### config.mk
export PLATFORM = sky130hd
export DESIGN_NAME = cond_sum_adder
export DESIGN_NICKNAME = d
export VERILOG_FILES = /design/src/rtl/csa_pkg.sv /design/src/rtl/csa_digit.sv /design/src/rtl/csa_merge.sv /design/src/rtl/csa_tree.sv /design/src/rtl/cond_sum_adder.sv
export SDC_FILE = /design/constraint.sdc
export NUM_CORES = 1
export LEC_CHECK = 0
export BUFFER_PORTS_ARGS = -buffer_cell sky130_fd_sc_hd__buf_2
export CAP_MARGIN = 25
export CORE_ASPECT_RATIO = 1.25
export CORE_MARGIN = 4
export CORE_UTILIZATION = 26
export DETAILED_ROUTE_END_ITERATION = 10
export MAX_ROUTING_LAYER = met4
export SYNTH_ARGS = -nofsm -noshare
export SYNTH_HDL_FRONTEND = slang
export SYNTH_SLANG_ARGS = --single-unit
export TNS_END_PERCENT = 10
### constraint.sdc
create_clock -name clk -period 8.9 [get_ports clk]
set_clock_uncertainty 0.2 [all_clocks]
set_input_delay 0.89 -clock clk [delete_from_list [all_inputs] [get_ports clk]]
set_output_delay 0.89 -clock clk [all_outputs]
set_load 0.05 [all_outputs]
### src/rtl/csa_pkg.sv
// Package: shared constants and types for the conditional sum adder.
// Assumes: nothing; included first in compile order.
package csa_pkg;

    // Default word and digit widths
    localparam int unsigned CSA_WIDTH_DEF = 32;
    localparam int unsigned CSA_DIGIT_DEF = 4;

    // How a bit's propagate term is formed
    typedef enum logic {
        PROP_XOR = 1'b0,
        PROP_OR  = 1'b1
    } prop_kind_e;

endpackage

### src/rtl/csa_digit.sv
// Module: csa_digit
// Makes both candidate sums and carries for one digit: one for carry-in 0
// (n) and one for carry-in 1 (e), each by lookahead over the digit's bits.
// Assumes: DW >= 1; purely combinational.
module csa_digit
    import csa_pkg::*;
#(
    parameter int unsigned DW = 4,
    parameter prop_kind_e  PK = PROP_XOR
) (
    input  logic [DW-1:0] a_i,
    input  logic [DW-1:0] b_i,
    output logic [DW-1:0] sn_o,
    output logic [DW-1:0] se_o,
    output logic          cn_o,
    output logic          ce_o
);

    logic [DW-1:0] gen_b;
    logic [DW-1:0] half_b;
    logic [DW-1:0] prop_b;
    logic [DW:0]   cin_n;
    logic [DW:0]   cin_e;
    logic          chain;
    logic [DW:0]   step_one;

    assign step_one = {{DW{1'b0}}, 1'b1};

    // Per-bit generate and half-sum terms
    assign gen_b  = a_i & b_i;
    assign half_b = a_i ^ b_i;

    // Propagate term variant picked by parameter
    generate
        if (PK == PROP_OR) begin : g_prop_or
            assign prop_b = a_i | b_i;
        end else begin : g_prop_xor
            assign prop_b = half_b;
        end
    endgenerate

    // Lookahead carry into every bit for both assumed carry-ins
    always_comb begin
        chain = 1'b1;
        for (int i = 0; i <= int'(DW); i++) begin
            cin_n[i] = 1'b0;
            chain    = 1'b1;
            for (int j = i - 1; j >= 0; j--) begin
                cin_n[i] = cin_n[i] | (gen_b[j] & chain);
                chain    = chain & prop_b[j];
            end
            cin_e[i] = cin_n[i] | chain;
        end
    end

    // Candidate sum bits and digit carry-outs
    assign sn_o = half_b ^ cin_n[DW-1:0];
    assign se_o = half_b ^ cin_e[DW-1:0];
    assign cn_o = cin_n[DW];
    assign ce_o = cin_e[DW];

    // Guard: candidates are one apart; bit 0 candidates are complements
    always_comb begin
        p_digit_step_r3 : assert ({ce_o, se_o} == ({cn_o, sn_o} + step_one))
            else $error("digit candidates not one apart");
        p_digit_bit0_r2 : assert (se_o[0] == ~sn_o[0])
            else $error("digit bit0 candidates not complementary");
    end

endmodule

### src/rtl/csa_merge.sv
// Module: csa_merge
// Joins a low and a high group of GW bits into one group of 2*GW bits. The
// low sums pass through, and the low carries pick the high candidates.
// Assumes: inputs satisfy cn_lo -> ce_lo (carry-in-1 carry never below
// carry-in-0 carry); purely combinational.
module csa_merge #(
    parameter int unsigned GW = 4
) (
    input  logic [GW-1:0]   sn_lo_i,
    input  logic [GW-1:0]   se_lo_i,
    input  logic            cn_lo_i,
    input  logic            ce_lo_i,
    input  logic [GW-1:0]   sn_hi_i,
    input  logic [GW-1:0]   se_hi_i,
    input  logic            cn_hi_i,
    input  logic            ce_hi_i,
    output logic [2*GW-1:0] sn_o,
    output logic [2*GW-1:0] se_o,
    output logic            cn_o,
    output logic            ce_o
);

    localparam int unsigned OW = 2 * GW;

    logic [GW-1:0] hi_n;
    logic [GW-1:0] hi_e;
    logic [OW:0]   step_one;

    assign step_one = {{OW{1'b0}}, 1'b1};

    // Pick high candidates from the pair of low carries
    always_comb begin
        unique case ({ce_lo_i, cn_lo_i})
            2'b00: begin
                hi_n = sn_hi_i;
                hi_e = sn_hi_i;
                cn_o = cn_hi_i;
                ce_o = cn_hi_i;
            end
            2'b11: begin
                hi_n = se_hi_i;
                hi_e = se_hi_i;
                cn_o = ce_hi_i;
                ce_o = ce_hi_i;
            end
            default: begin
                hi_n = sn_hi_i;
                hi_e = se_hi_i;
                cn_o = cn_hi_i;
                ce_o = ce_hi_i;
            end
        endcase
    end

    // Assemble merged candidates, low half untouched
    assign sn_o = {hi_n, sn_lo_i};
    assign se_o = {hi_e, se_lo_i};

    // Guard: low carries ordered, merged candidates one apart
    always_comb begin
        p_lo_carry_order_r3 : assert (!cn_lo_i || ce_lo_i)
            else $error("low group carry order broken");
        p_merge_step_r4 : assert ({ce_o, se_o} == ({cn_o, sn_o} + step_one))
            else $error("merged candidates not one apart");
    end

endmodule

### src/rtl/csa_tree.sv
// Module: csa_tree
// Builds the digit row and the doubling merge tree. Its outputs are the
// full-width carry-in-0 and carry-in-1 candidates.
// Assumes: WIDTH / DIGIT is a power of two and at least 2.
module csa_tree
    import csa_pkg::*;
#(
    parameter int unsigned WIDTH = CSA_WIDTH_DEF,
    parameter int unsigned DIGIT = CSA_DIGIT_DEF,
    parameter prop_kind_e  PK    = PROP_XOR
) (
    input  logic [WIDTH-1:0] a_i,
    input  logic [WIDTH-1:0] b_i,
    output logic [WIDTH-1:0] sn_o,
    output logic [WIDTH-1:0] se_o,
    output logic             cn_o,
    output logic             ce_o
);

    localparam int unsigned NDIG   = WIDTH / DIGIT;
    localparam int unsigned LEVELS = $clog2(NDIG);

    logic [LEVELS:0][WIDTH-1:0] sn_l;
    logic [LEVELS:0][WIDTH-1:0] se_l;
    logic [LEVELS:0][NDIG-1:0]  cn_l;
    logic [LEVELS:0][NDIG-1:0]  ce_l;

    // Row of digit candidate generators
    generate
        for (genvar d = 0; d < NDIG; d++) begin : g_dig
            csa_digit #(.DW(DIGIT), .PK(PK)) u_dig (
                .a_i  (a_i[d*DIGIT +: DIGIT]),
                .b_i  (b_i[d*DIGIT +: DIGIT]),
                .sn_o (sn_l[0][d*DIGIT +: DIGIT]),
                .se_o (se_l[0][d*DIGIT +: DIGIT]),
                .cn_o (cn_l[0][d]),
                .ce_o (ce_l[0][d])
            );
        end
    endgenerate

    // Doubling merge levels
    generate
        for (genvar k = 0; k < LEVELS; k++) begin : g_lvl
            localparam int unsigned GW  = DIGIT << k;
            localparam int unsigned CNT = NDIG >> (k + 1);
            for (genvar j = 0; j < CNT; j++) begin : g_pair
                csa_merge #(.GW(GW)) u_mrg (
                    .sn_lo_i (sn_l[k][(2*j)*GW +: GW]),
                    .se_lo_i (se_l[k][(2*j)*GW +: GW]),
                    .cn_lo_i (cn_l[k][2*j]),
                    .ce_lo_i (ce_l[k][2*j]),
                    .sn_hi_i (sn_l[k][(2*j+1)*GW +: GW]),
                    .se_hi_i (se_l[k][(2*j+1)*GW +: GW]),
                    .cn_hi_i (cn_l[k][2*j+1]),
                    .ce_hi_i (ce_l[k][2*j+1]),
                    .sn_o    (sn_l[k+1][j*2*GW +: 2*GW]),
                    .se_o    (se_l[k+1][j*2*GW +: 2*GW]),
                    .cn_o    (cn_l[k+1][j]),
                    .ce_o    (ce_l[k+1][j])
                );
            end
            // Tie off carry slots left empty at this level
            if (CNT < NDIG) begin : g_tie
                assign cn_l[k+1][NDIG-1:CNT] = '0;
                assign ce_l[k+1][NDIG-1:CNT] = '0;
            end
        end
    endgenerate

    // Root of the tree
    assign sn_o = sn_l[LEVELS];
    assign se_o = se_l[LEVELS];
    assign cn_o = cn_l[LEVELS][0];
    assign ce_o = ce_l[LEVELS][0];

endmodule

### src/rtl/cond_sum_adder.sv
// Module: cond_sum_adder (top)
// Conditional-sum adder: the merge tree supplies both full-width
// candidates, cin selects one, and an optional register holds the result.
// Assumes: WIDTH / DIGIT is a power of two; synchronous active-low reset.
module cond_sum_adder
    import csa_pkg::*;
#(
    parameter int unsigned WIDTH   = CSA_WIDTH_DEF,
    parameter int unsigned DIGIT   = CSA_DIGIT_DEF,
    parameter prop_kind_e  PK      = PROP_XOR,
    parameter bit          REG_OUT = 1'b1
) (
    input  logic             clk,
    input  logic             rst_n,
    input  logic [WIDTH-1:0] a,
    input  logic [WIDTH-1:0] b,
    input  logic             cin,
    output logic [WIDTH-1:0] sum,
    output logic             cout
);

    logic [WIDTH-1:0] cand_n;
    logic [WIDTH-1:0] cand_e;
    logic             carry_n;
    logic             carry_e;
    logic [WIDTH-1:0] sum_c;
    logic             cout_c;

    // Candidate generation and merge tree
    csa_tree #(.WIDTH(WIDTH), .DIGIT(DIGIT), .PK(PK)) u_tree (
        .a_i  (a),
        .b_i  (b),
        .sn_o (cand_n),
        .se_o (cand_e),
        .cn_o (carry_n),
        .ce_o (carry_e)
    );

    // Final pick by the real carry-in
    assign sum_c  = cin ? cand_e  : cand_n;
    assign cout_c = cin ? carry_e : carry_n;

    generate
        if (REG_OUT) begin : g_reg
            logic [WIDTH-1:0] sum_q;
            logic             cout_q;

            // Output register with synchronous clear
            always_ff @(posedge clk) begin
                if (!rst_n) begin
                    sum_q  <= '0;
                    cout_q <= 1'b0;
                end else begin
                    sum_q  <= sum_c;
                    cout_q <= cout_c;
                end
            end

            assign sum  = sum_q;
            assign cout = cout_q;

            // Result equals the previous cycle's arithmetic sum
            p_add_result_r1 : assert property (@(posedge clk) disable iff (!rst_n)
                $past(rst_n) |-> ({cout, sum} ==
                    ({1'b0, $past(a)} + {1'b0, $past(b)} + {{WIDTH{1'b0}}, $past(cin)})))
                else $error("registered result differs from a+b+cin");

            // Clear state seen right after reset is released
            p_reset_clear_r6 : assert property (@(posedge clk)
                $rose(rst_n) |-> (sum == '0 && !cout))
                else $error("outputs not cleared by reset");
        end else begin : g_comb
            assign sum  = sum_c;
            assign cout = cout_c;
        end
    endgenerate

endmodule

After elaboration in Yosys (flattened, before gate mapping)
Cells that the tools add are included.
{"block": "op_classes", "mux": 30, "n_eq_ne": 7, "reduce_logical": 7, "n_bitwise": 208}
{"cell": "$and A1 B1 Y1", "count": 96}
{"cell": "$xor A4 B4 Y4", "count": 24}
{"cell": "$or A1 B1 Y1", "count": 80}
{"cell": "$and A4 B4 Y4", "count": 8}
{"cell": "$mux W16", "count": 2}
{"cell": "$mux W32", "count": 1}
{"cell": "$mux W4", "count": 8}
{"cell": "$mux W8", "count": 4}
{"cell": "$mux W1", "count": 15}
{"cell": "$eq A2 B2 Y1 const B", "count": 7}
{"cell": "$logic_not A2 Y1", "count": 7}
{"block": "word_totals", "register_bits": 33, "wordCells": 254, "output_inout_bits": 33, "in_bits": 67}

Logic depth before layout (Yosys ltp)
{"block": "depth", "ltp_word": 13, "depth_mapped": 11, "mapped_depth_nobuf": 11}

Cells and area by module
From an unflattened synthesis, not the netlist that was laid out.
{"block": "unflattened", "hier_cells": 544, "area_unflattened_um2": 5173.7}
{"module": "csa_digit", "instances": 8, "area_per_inst_um2": 205.2, "cells_per_inst": 27, "seq_area_each_um2": 0.0}
{"module": "cond_sum_adder", "instances": 1, "area_per_inst_um2": 1280.0, "cells_per_inst": 106, "seq_area_each_um2": 660.6}
{"module": "csa_merge (u_tree.g_lvl[0].g_pair[0].u_mrg ...)", "instances": 4, "area_per_inst_um2": 214.0, "cells_per_inst": 20, "seq_area_each_um2": 0.0}
{"module": "csa_merge (u_tree.g_lvl[2].g_pair[0].u_mrg)", "instances": 1, "area_per_inst_um2": 705.7, "cells_per_inst": 70, "seq_area_each_um2": 0.0}
{"module": "csa_merge (u_tree.g_lvl[1].g_pair[0].u_mrg ...)", "instances": 2, "area_per_inst_um2": 345.3, "cells_per_inst": 36, "seq_area_each_um2": 0.0}

Worst setup path after synthesis
Ideal clock, no wire load.
{"block": "synth_timing", "kind": "input-to-reg", "from": "in a[0]", "to": "reg g_reg.sum_q[13], in the netlist sum[13]", "t_arrival_ps": 3147, "n_path_buf": 0, "setup_slack_ps": 5488, "setup_ps": 65, "stages": 11, "required_ps": 8635, "path_cell_list": "inv_1 > ha_1 > a211oi_1 > o21bai_1 > a21oi_1 > o21ba_2 > o21ai_0 > a21o_1 > a21oi_1 > mux2_2 > nor2_1"}
{"block": "synth_between", "elab_chain_cells": 9}
{"element": "start, declared", "line_no": "cond_sum_adder.sv:15", "source": "input logic [WIDTH-1:0] a,"}
{"element": "$and A4 B4 Y4", "line_no": "csa_digit.sv:30", "source": "assign gen_b = a_i & b_i;"}
{"element": "$and A1 B1 Y1", "line_no": "csa_digit.sv:49", "source": "cin_n[i] = cin_n[i] | (gen_b[j] & chain);"}
{"element": "$or A1 B1 Y1", "line_no": "csa_digit.sv:49"}
{"element": "$or A1 B1 Y1", "line_no": "csa_digit.sv:52", "source": "cin_e[i] = cin_n[i] | chain;"}
{"element": "$eq A2 B2 Y1 or $logic_not A2 Y1 (tied branches)", "line_no": "csa_merge.sv:33", "source": "unique case ({ce_lo_i, cn_lo_i})"}
{"element": "$mux W1", "line_no": "csa_merge.sv:33"}
{"element": "$eq A2 B2 Y1 or $logic_not A2 Y1 (tied branches)", "line_no": "csa_merge.sv:33"}
{"element": "$mux W8", "line_no": "csa_merge.sv:33"}
{"element": "$mux W32 *", "line_no": "cond_sum_adder.sv:40", "source": "assign sum_c = cin ? cand_e : cand_n;"}
{"element": "end signal, assigned", "line_no": "cond_sum_adder.sv:54", "source": "sum_q <= sum_c;"}
{"element": "end, declared", "line_no": "cond_sum_adder.sv:45", "source": "logic [WIDTH-1:0] sum_q;"}
Every way passes the cells marked *; elsewhere a longest branch is shown, timed or not.
A chain may end at the register's enable or synchronous reset.

Worst setup path after layout
Same ends and word-level chain as after synthesis.

==> impl_metrics.py <==
metrics = {
    "outcome": {
        "status": "complete, no violations",
    },
    "finish": {
        "fillCellCount": 967,
        "final_area_sq_um": 3350,
        "area_growth_syn_to_layout_pct": 33.6,
        "instances_no_fill": 518,
        "final_util": 0.362,
        "final_nets": 506,
        "drive_gt1_frac": 0.313,
    },
    "yosys": {
        "synth_nets": 402,
        "synthCells": 288,
        "ys_types": 41,
        "avgSynthCellArea_sq_um": 8.72,
        "synth_top_family_by_area": "adder cells",
        "syn_area_sq_um": 2510,
        "synth_compound_area_frac": 0.158,
        "ys_seq_area_frac": 0.263,
        "synthSimpleGateAreaFrac": 0.131,
        "synth_xor_area_frac": 0.0942,
        "yosysWarnings": 0,
        "synth-seq-cells": 33,
        "synth_mux_area_frac": 0.0284,
        "synth_fa_ha_area_frac": 0.255,
    },
    "floorplanning": {
        "core_sq_um": 9270,
        "num_rows": 39,
        "io_pins": 100,
        "initial_utilization": 0.271,
        "die-area_sq_um": 11300,
        "die_h_microns": 118,
        "dieWidth_microns": 95.9,
    },
    "sta": {
        "setup_tns_ns": 0,
        "min_period_over_period": 0.395,
        "slew_violations": 0,
        "tightest_slew_ns": 0.675,
        "max_slew_margin": 0.545,
        "finalSetupViolations": 0,
        "hold_viol": 0,
        "rsz0062_at_grt": "no",
        "fmax_ghz": 0.284,
        "period_minus_slack_ns": 3.52,
    },
    "detailed_routing": {
        "vias": 2203,
        "drtIter0Drc": 34,
        "routed_wl_microns": 5940,
        "dr.pass1.iters": 4,
        "ant_nets": 0,
        "drc_errors": 0,
        "wl_per_cell_microns": 11.5,
        "routed_via_density": 4.25,
    },
    "pwr": {
        "p_leak_nw": 1.74,
        "p_sw_frac": 0.361,
        "p_comb_frac": 0.382,
        "power.density_nw_per_um2": 181,
        "p_int_uw": 388,
        "power_frac_seq": 0.285,
        "p_switching_uw": 220,
        "power_frac_clock": 0.333,
        "finalPower_uw": 608,
        "ir_drop_uv": 78.0,
    },
    "clocking": {
        "clockRootBuffer": "clkbuf_16",
        "post_cts_buffers": 0,
        "clk_pin_slew_ns": 0.06,
        "cts_resized": 0,
        "ctsHoldBuffers": 0,
        "cts.htree.levels": 2,
        "clk_path_buf_depth": 2,
        "cts_sinks": 33,
        "cts_tree": "yes",
        "numCtsBuffers": 5,
    },
    "place": {
        "portBuffers": 99,
        "place_congestion": 0.771,
        "place_area_sq_um": 3150,
        "dp.cells": 507,
        "hpwl_microns": 5170,
    },
    "global_route": {
        "gr-total-overflow": 0,
        "grt_pass1_wl_microns": 9690,
        "grt_pass1_vias": 2219,
        "grt_max_degree": 31,
        "grt_antenna_before_repair": 2,
        "grt_use_total": 0.110,
    },
    "critical_path": {
        "crit_path_end_kind": "flop",
        "required_ns": 8.92,
        "crit_chain": "buf_2 -> inv_1 -> ha_1 -> a211oi_1 -> o21bai_1 -> a21oi_1 -> o21ba_2 -> o21ai_0 -> a21o_1 -> a21oi_1 -> mux2_2 -> nor2_1",
        "max_stage_delay_ns": 0.54,
        "crit_type": "input pin to flop",
        "cp.depth": 12,
        "crit_buf_inv": 2,
        "startpoint": "a[0]",
        "worstPathArrival_ns": 3.54,
        "critPathMostFrequentCell": "a21oi_1",
        "crit_family": "compound AO/OA/AOI/OAI gates",
        "endpoint": "sum[13]",
        "worstPathMaxFanout": 6,
        "cpMaxStageDelayCell": "a21oi_1",
        "critPathLaunchType": "input pin",
    },
    "hold_path": {
        "hp-class": "input pin to flop",
    },
    "run": {
        "drv_cap": 0,
    },
}
[cell type report]
cell class | instances | area, sq um | area share
multi-input combinational | 208 | 1670 | 0.499
sequential | 33 | 661 | 0.197
timing repair buffer | 100 | 523 | 0.156
inverter | 44 | 165 | 0.0492
tap | 123 | 154 | 0.0459
clock buffer | 7 | 143 | 0.0425
clock inverter | 1 | 30.0 | 0.00895
antenna | 2 | 5.00 | 0.00149
[cell usage in the layout, fill, tap and decap left out, types with 3 or more instances in the layout]
master     count
xor2_1        12
mux2_2         5
fa_1           7
inv_1         44
xnor2_1       15
o21ai_0       14
a211oi_1       3
dfxtp_1       33
nor2_1        35
nand2_1       15
buf_2         99
nor3_1         5
a21oi_1       15
o21bai_1       3
a21o_1         3
nand4_1        3
nand3_1        3
clkbuf_16      5
ha_1          40
[how the worst min path moves through the flow]
stage / startpoint / depth (start not counted) / slack (ns) / end
detailed placement: rst_n / 2 / 1.0 / sum[26]
floorplan: rst_n / 2 / 0.80 / cout
finish: rst_n / 2 / 0.70 / sum[26]
CTS: rst_n / 3 / 0.71 / sum[2]
global route: rst_n / 3 / 0.73 / sum[2]
global placement: rst_n / 2 / 0.99 / sum[26]
[cell usage after synthesis (all sizes together)]
| master | n | area, sq um |
|---|---|---|
| a211oi | 3 | 22.5 |
| a21boi | 1 | 7.51 |
| a21o | 3 | 22.5 |
| a21oi | 16 | 83.8 |
| a221oi | 3 | 32.5 |
| a31oi | 1 | 6.26 |
| a32oi | 1 | 8.76 |
| a41oi | 1 | 8.76 |
| and2 | 1 | 6.26 |
| and3 | 1 | 6.26 |
| clkbuf | 3 | 11.3 |
| dfxtp | 33 | 661 |
| fa | 7 | 140 |
| ha | 40 | 500 |
| inv | 44 | 165 |
| mux2 | 6 | 71.3 |
| nand2 | 15 | 56.3 |
| nand2b | 1 | 6.26 |
| nand3 | 3 | 15.0 |
| nand4 | 4 | 31.3 |
| nor2 | 36 | 138 |
| nor2b | 2 | 12.5 |
| nor3 | 5 | 25.0 |
| nor3b | 2 | 15.0 |
| o211a | 1 | 10.0 |
| o211ai | 2 | 15.0 |
| o21a | 2 | 15.0 |
| o21ai | 15 | 78.8 |
| o21ba | 2 | 20.0 |
| o21bai | 3 | 22.5 |
| o31ai | 2 | 42.5 |
| or3 | 2 | 17.5 |
| xnor2 | 15 | 131 |
| xor2 | 12 | 105 |
[metrics by stage]
stage	worst slack (ns)	hold slack [ns]
floorplan	5.49	0.803
global placement	5.10	0.992
detailed placement	5.01	0.998
CTS	5.30	0.710
global route	5.12	0.735
finish	5.38	0.703
[power by group through the flow]
stage,logic [mW],registers [mW],clock network (mW)
final,0.232,0.173,0.202
after global routing,0.255,0.175,0.215
after CTS,0.234,0.174,0.210
after detailed placement,0.233,0.177,0
after global placement,0.231,0.177,0
after floorplan,0.102,0.249,0
[routing by layer]
layer | track usage | wire length (microns) | vias to the layer above
met2 | 0.192 | 2980 | 58
met1 | 0.122 | 2460 | 970
met3 | 0.0307 | 448 | 7
met4 | 0.0240 | 53 | 0
li1 | - | - | 1168
met5 | - | 0 | -
[logic make-up (layout without fill, tap and decap cells)]
group | count (synthesis) | after routing
xor+xnor | 27 | 27
buf+inv | 47 | 152
other cells | 0 | 2
fa+ha+maj | 47 | 47
mux | 6 | 6
flops | 33 | 33
compound gates | 56 | 56
simple gates | 72 | 72
[sequential cells by signal, indices dropped and copies added (netlist names)]
register and count:
sum 32, cout 1
No activity file was read; power rests on OpenSTA's default activity.
